===== src/rtl/arts_pkg.sv =====
package arts_pkg;
    typedef enum logic [1:0] {
        ST_MANUAL = 2'd0,
        ST_OPEN   = 2'd1,
        ST_HOLD   = 2'd2,
        ST_FULL   = 2'd3
    } arts_state_e;
endpackage


===== src/rtl/arts_space_eval.sv =====
module arts_space_eval #(
    parameter int DEPTH = 16,
    parameter int CNT_W = 5
) (
    input  logic [CNT_W-1:0] fill_count,
    output logic             last_slot,
    output logic             room_one,
    output logic             room_many,
    output logic             at_full
);
    localparam logic [CNT_W-1:0] LAST_LVL = CNT_W'(DEPTH - 1);
    localparam logic [CNT_W-1:0] FULL_LVL = CNT_W'(DEPTH);

    always_comb begin
        last_slot = (fill_count >= LAST_LVL);
        room_one  = (fill_count == LAST_LVL);
        room_many = (fill_count <  LAST_LVL);
        at_full   = (fill_count >= FULL_LVL);
    end
endmodule


===== src/rtl/arts_fsm.sv =====
module arts_fsm
    import arts_pkg::*;
(
    input  logic        clk,
    input  logic        rst_n,
    input  logic        auto_en,
    input  logic        first_bit,
    input  logic        rx_busy,
    input  logic        rbr_read,
    input  logic        last_slot,
    input  logic        room_one,
    input  logic        room_many,
    input  logic        at_full,
    output arts_state_e state_q,
    output arts_state_e state_d
);
    always_ff @(posedge clk or negedge rst_n) begin
        if (!rst_n) begin
            state_q <= ST_OPEN;
        end else begin
            state_q <= state_d;
        end
    end

    always_comb begin
        state_d = state_q;
        if (!auto_en) begin
            state_d = ST_MANUAL;
        end else begin
            unique case (state_q)
                ST_MANUAL: state_d = ST_OPEN;
                ST_OPEN: begin
                    if (first_bit && last_slot) state_d = ST_HOLD;
                end
                ST_HOLD: begin
                    if (room_many || (room_one && !rx_busy)) state_d = ST_OPEN;
                    else if (at_full && rbr_read)            state_d = ST_OPEN;
                    else if (at_full)                        state_d = ST_FULL;
                end
                ST_FULL: begin
                    if (rbr_read) state_d = ST_OPEN;
                end
                default: state_d = ST_OPEN;
            endcase
        end
    end
endmodule


===== src/rtl/arts_rts_reg.sv =====
module arts_rts_reg
    import arts_pkg::*;
(
    input  logic        clk,
    input  logic        rst_n,
    input  arts_state_e state_d,
    input  logic        sw_rts,
    output logic        rts_n
);
    always_ff @(posedge clk or negedge rst_n) begin
        if (!rst_n) begin
            rts_n <= 1'b0;
        end else begin
            unique case (state_d)
                ST_MANUAL: rts_n <= ~sw_rts;
                ST_OPEN:   rts_n <= 1'b0;
                ST_HOLD:   rts_n <= 1'b1;
                ST_FULL:   rts_n <= 1'b1;
                default:   rts_n <= 1'b0;
            endcase
        end
    end
endmodule


===== src/rtl/arts_flow_ctrl.sv =====
module arts_flow_ctrl
    import arts_pkg::*;
#(
    parameter int DEPTH = 16,
    localparam int CNT_W = $clog2(DEPTH + 1)
) (
    input  logic             clk,
    input  logic             rst_n,
    input  logic             auto_en,
    input  logic             sw_rts,
    input  logic [CNT_W-1:0] fill_count,
    input  logic             first_bit,
    input  logic             rx_busy,
    input  logic             rbr_read,
    output logic             rts_n
);
    logic        last_slot, room_one, room_many, at_full;
    arts_state_e state_q, state_d;

    arts_space_eval #(.DEPTH(DEPTH), .CNT_W(CNT_W)) u_space (
        .fill_count (fill_count),
        .last_slot  (last_slot),
        .room_one   (room_one),
        .room_many  (room_many),
        .at_full    (at_full)
    );

    arts_fsm u_fsm (
        .clk       (clk),
        .rst_n     (rst_n),
        .auto_en   (auto_en),
        .first_bit (first_bit),
        .rx_busy   (rx_busy),
        .rbr_read  (rbr_read),
        .last_slot (last_slot),
        .room_one  (room_one),
        .room_many (room_many),
        .at_full   (at_full),
        .state_q   (state_q),
        .state_d   (state_d)
    );

    arts_rts_reg u_rts (
        .clk     (clk),
        .rst_n   (rst_n),
        .state_d (state_d),
        .sw_rts  (sw_rts),
        .rts_n   (rts_n)
    );
endmodule


===== config.mk =====
export PLATFORM = sky130hd
export DESIGN_NAME = arts_flow_ctrl
export DESIGN_NICKNAME = d
export VERILOG_FILES = /design/src/rtl/arts_pkg.sv /design/src/rtl/arts_space_eval.sv /design/src/rtl/arts_fsm.sv /design/src/rtl/arts_rts_reg.sv /design/src/rtl/arts_flow_ctrl.sv
export SDC_FILE = /design/constraint.sdc
export NUM_CORES = 1
export LEC_CHECK = 0
export CAP_MARGIN = 20
export CORE_AREA = 8 8 45 47
export DETAILED_ROUTE_END_ITERATION = 6
export DIE_AREA = 0 0 53 55
export DONT_BUFFER_PORTS = 1
export PLACE_DENSITY_LB_ADDON = 0.05
export SLEW_MARGIN = 10
export SYNTH_ARGS = -nofsm -noshare
export SYNTH_HDL_FRONTEND = slang
export SYNTH_SLANG_ARGS = --single-unit

===== constraint.sdc =====
create_clock -name clk -period 1.62 [get_ports clk]
set_input_delay 0.162 -clock clk [delete_from_list [all_inputs] [get_ports clk]]
set_output_delay 0.162 -clock clk [all_outputs]
set_load 0.005 [all_outputs]

======== Word level (Yosys, flattened, before mapping) ========
Index checks and enable logic that the tools add are counted.
word-level totals
  logic and storage cells ................. 29
  ROM bits ................................ 0
  bits in writable memories ............... 0
  memories ................................ 0
  bits in latches ......................... 0
  output and inout bits ................... 1
  bits in registers ....................... 3
  bits of input ports ..................... 12
cells by class
  multiply operators ...................... 0
  shifts and indexed selects .............. 0
  add/sub/neg operators ................... 0
  bitwise logic cells ..................... 1
  eq/ne operators ......................... 7
  reductions and logical operators ........ 8
  divide/modulo/power cells ............... 0
  magnitude comparators ................... 3
  mux-type cells .......................... 8
operators by type and width
  kind                number
  $mux 2              6
  $eq 2x2->1 const B  4
  $pmux 2 s4          1
  $eq 5x4->1 const B  1
  $ge 5x4->1 const B  1
  $ge 5x5->1 const B  1
  $lt 5x4->1 const B  1
  $eq 2x1->1 const B  2
  $logic_not 2->1     2
  $logic_and 1x1->1   3
  $pmux 1 s3          1
  $reduce_or 2->1     1
  $logic_not 1->1     1
  $logic_or 1x1->1    1
  $not 1->1           1

======== Logic depth before layout (Yosys ltp) ========
  word-level depth ........................ 9
  mapped depth ............................ 4

======== By module ========
From an unflattened synthesis, not the netlist that was laid out.
unflattened totals
  cells, all modules ...................... 20
  area total of the unflattened synthesis .. 188.9 µm²
modules (own cells, without submodules)
  module           times used  area each (µm²)  seq. area each (µm²)  cells an instance
  arts_fsm         1           116.4            51.3                  13
  arts_space_eval  1           40.0             0.0                   5
  arts_rts_reg     1           32.5             25.0                  2

======== Worst setup path after synthesis ========
OpenSTA, ideal clock, no wires.
  path type ............................... flip-flop to flip-flop
  start point ............................. register u_fsm.state_q[0]
  end point ............................... register u_rts.rts_n
  slack ................................... 0.431 ns
  arrival time ............................ 1.066 ns
  data required time ...................... 1.496 ns
  stages on the path, launching flop included .. 5
  cells stage by stage .................... dfstp_2 -> and4bb_1 -> o21ai_1 -> a31oi_1 -> o21bai_1
on the way
  elaborated cells on any way between the ends .. 17
  classes of those cells .................. eq/ne: 6; mux: 8; reduce/logical: 3
RTL lines
  element                                   line                  text
  start, declared                           arts_fsm.sv:14        output arts_state_e state_q,
  start signal, assigned                    arts_fsm.sv:21        state_q <= state_d;
  $eq 2x2->1, or another cell as far along  arts_fsm.sv:30        unique case (state_q)
  $pmux 2 s4 *                              arts_fsm.sv:30
  $mux 2 *                                  arts_fsm.sv:27        if (!auto_en) begin
  via state_d[1]                            arts_flow_ctrl.sv:18  arts_state_e state_q, state_d;
  $eq 2x2->1                                arts_rts_reg.sv:14    unique case (state_d)
  $reduce_or 2->1 (no source line)          n/a
  $pmux 1 s3 *                              arts_rts_reg.sv:14
  end signal, assigned                      arts_rts_reg.sv:15    ST_MANUAL: rts_n <= ~sw_rts;
  end, declared                             arts_rts_reg.sv:8     output logic rts_n
Mark *: on every way through the listed nets, which the timed path passes. The rest lies on a longest branch.

======== Worst setup path after layout ========
Same ends and word-level chain as after synthesis.

==> metrics.csv <==
stage,metric,value,unit
status,status,"finished, final reports clean",
setup_path,required,1.73,ns
logic_synthesis,ys_warn_count,0,
global_route,grt_max_degree,5,
logic_synthesis,yosys.area.top_type,dfrtp_1,
clock_tree,clkLatencyLatePin,0.23,ns
logic_synthesis,synthSimpleGateAreaFrac,30.5,%
detailed_routing,vias_per_cell,4.06,
layout,layout_common_cells,"clkbuf_4, o21ai_1, dfrtp_1",
sta,finalClockSkew,0.00372,ns
sta,hold-worst-slack,0.0486,ns
sta,hold_violations,0,
clock_tree,root_buffer,clkbuf_4,
sta,setup_viol,0,
detailed_routing,routed-via-count,146,
logic_synthesis,syn_area,160,µm²
sta,setup_ws,0.308,ns
place,dpl.cell_count,31,
clock_tree,htreeDepth,1,
place,dpl_worst_slack,0.315,ns
sta,maxSlewViolCount,0,
job,drv_cap,0,
detailed_routing,drtIter0Drc,3,
layout,final_common_cell,clkbuf_4,
detailed_routing,ant_nets,0,
layout,drive_gt1_share,25.0,%
pwr,p_leak,0.0825,nW
floorplanning,fp.coreArea,0.00138,mm²
sta,timing.final.crit_period,1.31,ns
setup_path,cp_max_fo,4,
pwr,power_density,1080,mW/mm²
logic_synthesis,synth_area_leaders,"dfrtp_1, dfstp_2, and4bb_1",
layout,diodes,0,
setup_path,cp-end-kind,flop,
clock_tree,cts_made_buffers,3,
place,dp_hpwl,440,µm
logic_synthesis,synth_compound_area_share,21.9,%
place,gp_congestion,0.578,
logic_synthesis,synth_top_family_by_area,simple AND/OR/NAND/NOR gates,
floorplanning,die_w,53,µm
place,port_buffers,0,
detailed_routing,wirelength,541,µm
layout,finalInstanceArea,216,µm²
sta,fin_crit_sh,81.0,%
sta,worstMarginPinSlew,0.184,ns
floorplanning,fp.dieH,55,µm
setup_path,cp_data_arrival_time,1.42,ns
floorplanning,dieArea,0.00292,mm²
logic_synthesis,synthDistinctLibCells,13,
logic_synthesis,synth-adder-area-share,0,%
global_route,grt_pass1_vias,197,
layout,finalNonFillerCells,36,
global_route,antenna_found_initial,0,
sta,setup_tns,0,ns
place,placed_area,180,µm²
sta,max_freq,0.762,GHz
logic_synthesis,synth_seq_cells,3,
floorplanning,initial_core_util,11.6,%
logic_synthesis,synth_top_area_share,31.3,%
floorplanning,num_io_pins,13,
logic_synthesis,syn_avg_cell_area,10.7,µm²
layout,final_util,15.6,%
clock_tree,clk_pin_slew,0.04,ns
setup_path,crit_type,flop to flop,
sta,max_slew_margin,87.7,%
hold_path,min_path_type,primary input to flop,
clock_tree,cts_setup_buffers,0,
logic_synthesis,seq_area_frac_synth,47.7,%
logic_synthesis,syn_nets,27,
setup_path,worstSetupStartpointType,flop,
sta,rsz0062_at_grt,no,
detailed_routing,drt-wirelength-per-cell,15.0,µm
layout,nets,33,
global_route,overflow,0,
global_route,grt_pass1_wl,821,µm
detailed_routing,drtPass1Iterations,2,
layout,area_growth,35.2,%
pwr,power,0.233,mW
pwr,peakVddDrop,213,µV
clock_tree,cts_tree,yes,
clock_tree,clkSinkCount,3,
detailed_routing,drcViolationCount,0,
logic_synthesis,netlist_instances,15,
global_route,grt_util_all_layers,4.38,%
logic_synthesis,synthMuxAreaShare,0,%
logic_synthesis,synth_xor_area_share,0,%
clock_tree,cts_buffer_depth,2,
floorplanning,row_count,14,
[kinds of logic (layout without fill, tap and decap cells)]
| family | count (synthesis) | in the layout |
|---|---|---|
| buffers and inverters | 0 | 5 |
| flip-flops | 3 | 3 |
| AND/OR/NAND/NOR | 6 | 6 |
| AO/OA/AOI/OAI | 6 | 6 |
[flip-flops by register name, indices dropped and copies added, names as in the netlist]
| name | cells |
|---|---|
| u_fsm.state_q | 2 |
| u_rts.rts_n | 1 |
[critical path, cell delays in order (launching register included)]
cell	delay (ns)
dfstp_2	0.54
and4bb_1	0.22
o21ai_1	0.13
a31oi_1	0.11
o21bai_1	0.18
[where the power goes]
part / total [mW] / internal (mW) / switching [mW]
sequential: 0.0840 / 0.0808 / 0.00320
combinational: 0.0139 / 0.00749 / 0.00646
clock: 0.135 / 0.0926 / 0.0424
[cells in the mapped netlist, drive strengths merged]
| cell type | instances |
|---|---|
| and2 | 1 |
| o21bai | 1 |
| nor2b | 1 |
| nand2 | 1 |
| o22ai | 1 |
| and3b | 1 |
| dfstp | 1 |
| dfrtp | 2 |
| and4bb | 1 |
| o21ai | 3 |
| a31oi | 1 |
| and4 | 1 |
[final timing paths]
path	cells past startpoint	start	to	slack [ns]
hold / removal	1	sw_rts	u_rts.rts_n$_DFF_PN0_	0.05
min in group asynchronous	1	rst_n	u_fsm.state_q[1]$_DFF_PN0_	0.19
setup / recovery	4	u_fsm.state_q[0]$_DFF_PN1_	u_rts.rts_n$_DFF_PN0_	0.31
max in group asynchronous	1	rst_n	u_fsm.state_q[0]$_DFF_PN1_	1.21
hold reg to reg	2	u_fsm.state_q[0]$_DFF_PN1_	u_fsm.state_q[1]$_DFF_PN0_	0.56
setup reg to reg	4	u_fsm.state_q[0]$_DFF_PN1_	u_rts.rts_n$_DFF_PN0_	0.31
[repair_timing]
action | in CTS | in global routing
hold endpoints to repair | 3 | 0
setup endpoints to repair | 0 | 0
hold buffers | 1 | 0
resized for setup | 0 | 0
[per-layer routing]
metal  track usage (%)  wire, µm
met1              4.28       224
met2              5.08       252
met3              2.94        64
met4              6.47         0
met5                 0         0
[area by class of cell]
cell class | instances | area (µm²)
Timing Repair Buffer | 1 | 10.0
Fill cell | 158 | 1170
Clock buffer | 4 | 26.3
Sequential cell | 3 | 76.3
Tap cell | 16 | 20.0
Multi-Input combinational cell | 12 | 83.8
Note: power is estimated with default switching activity, not from simulation.
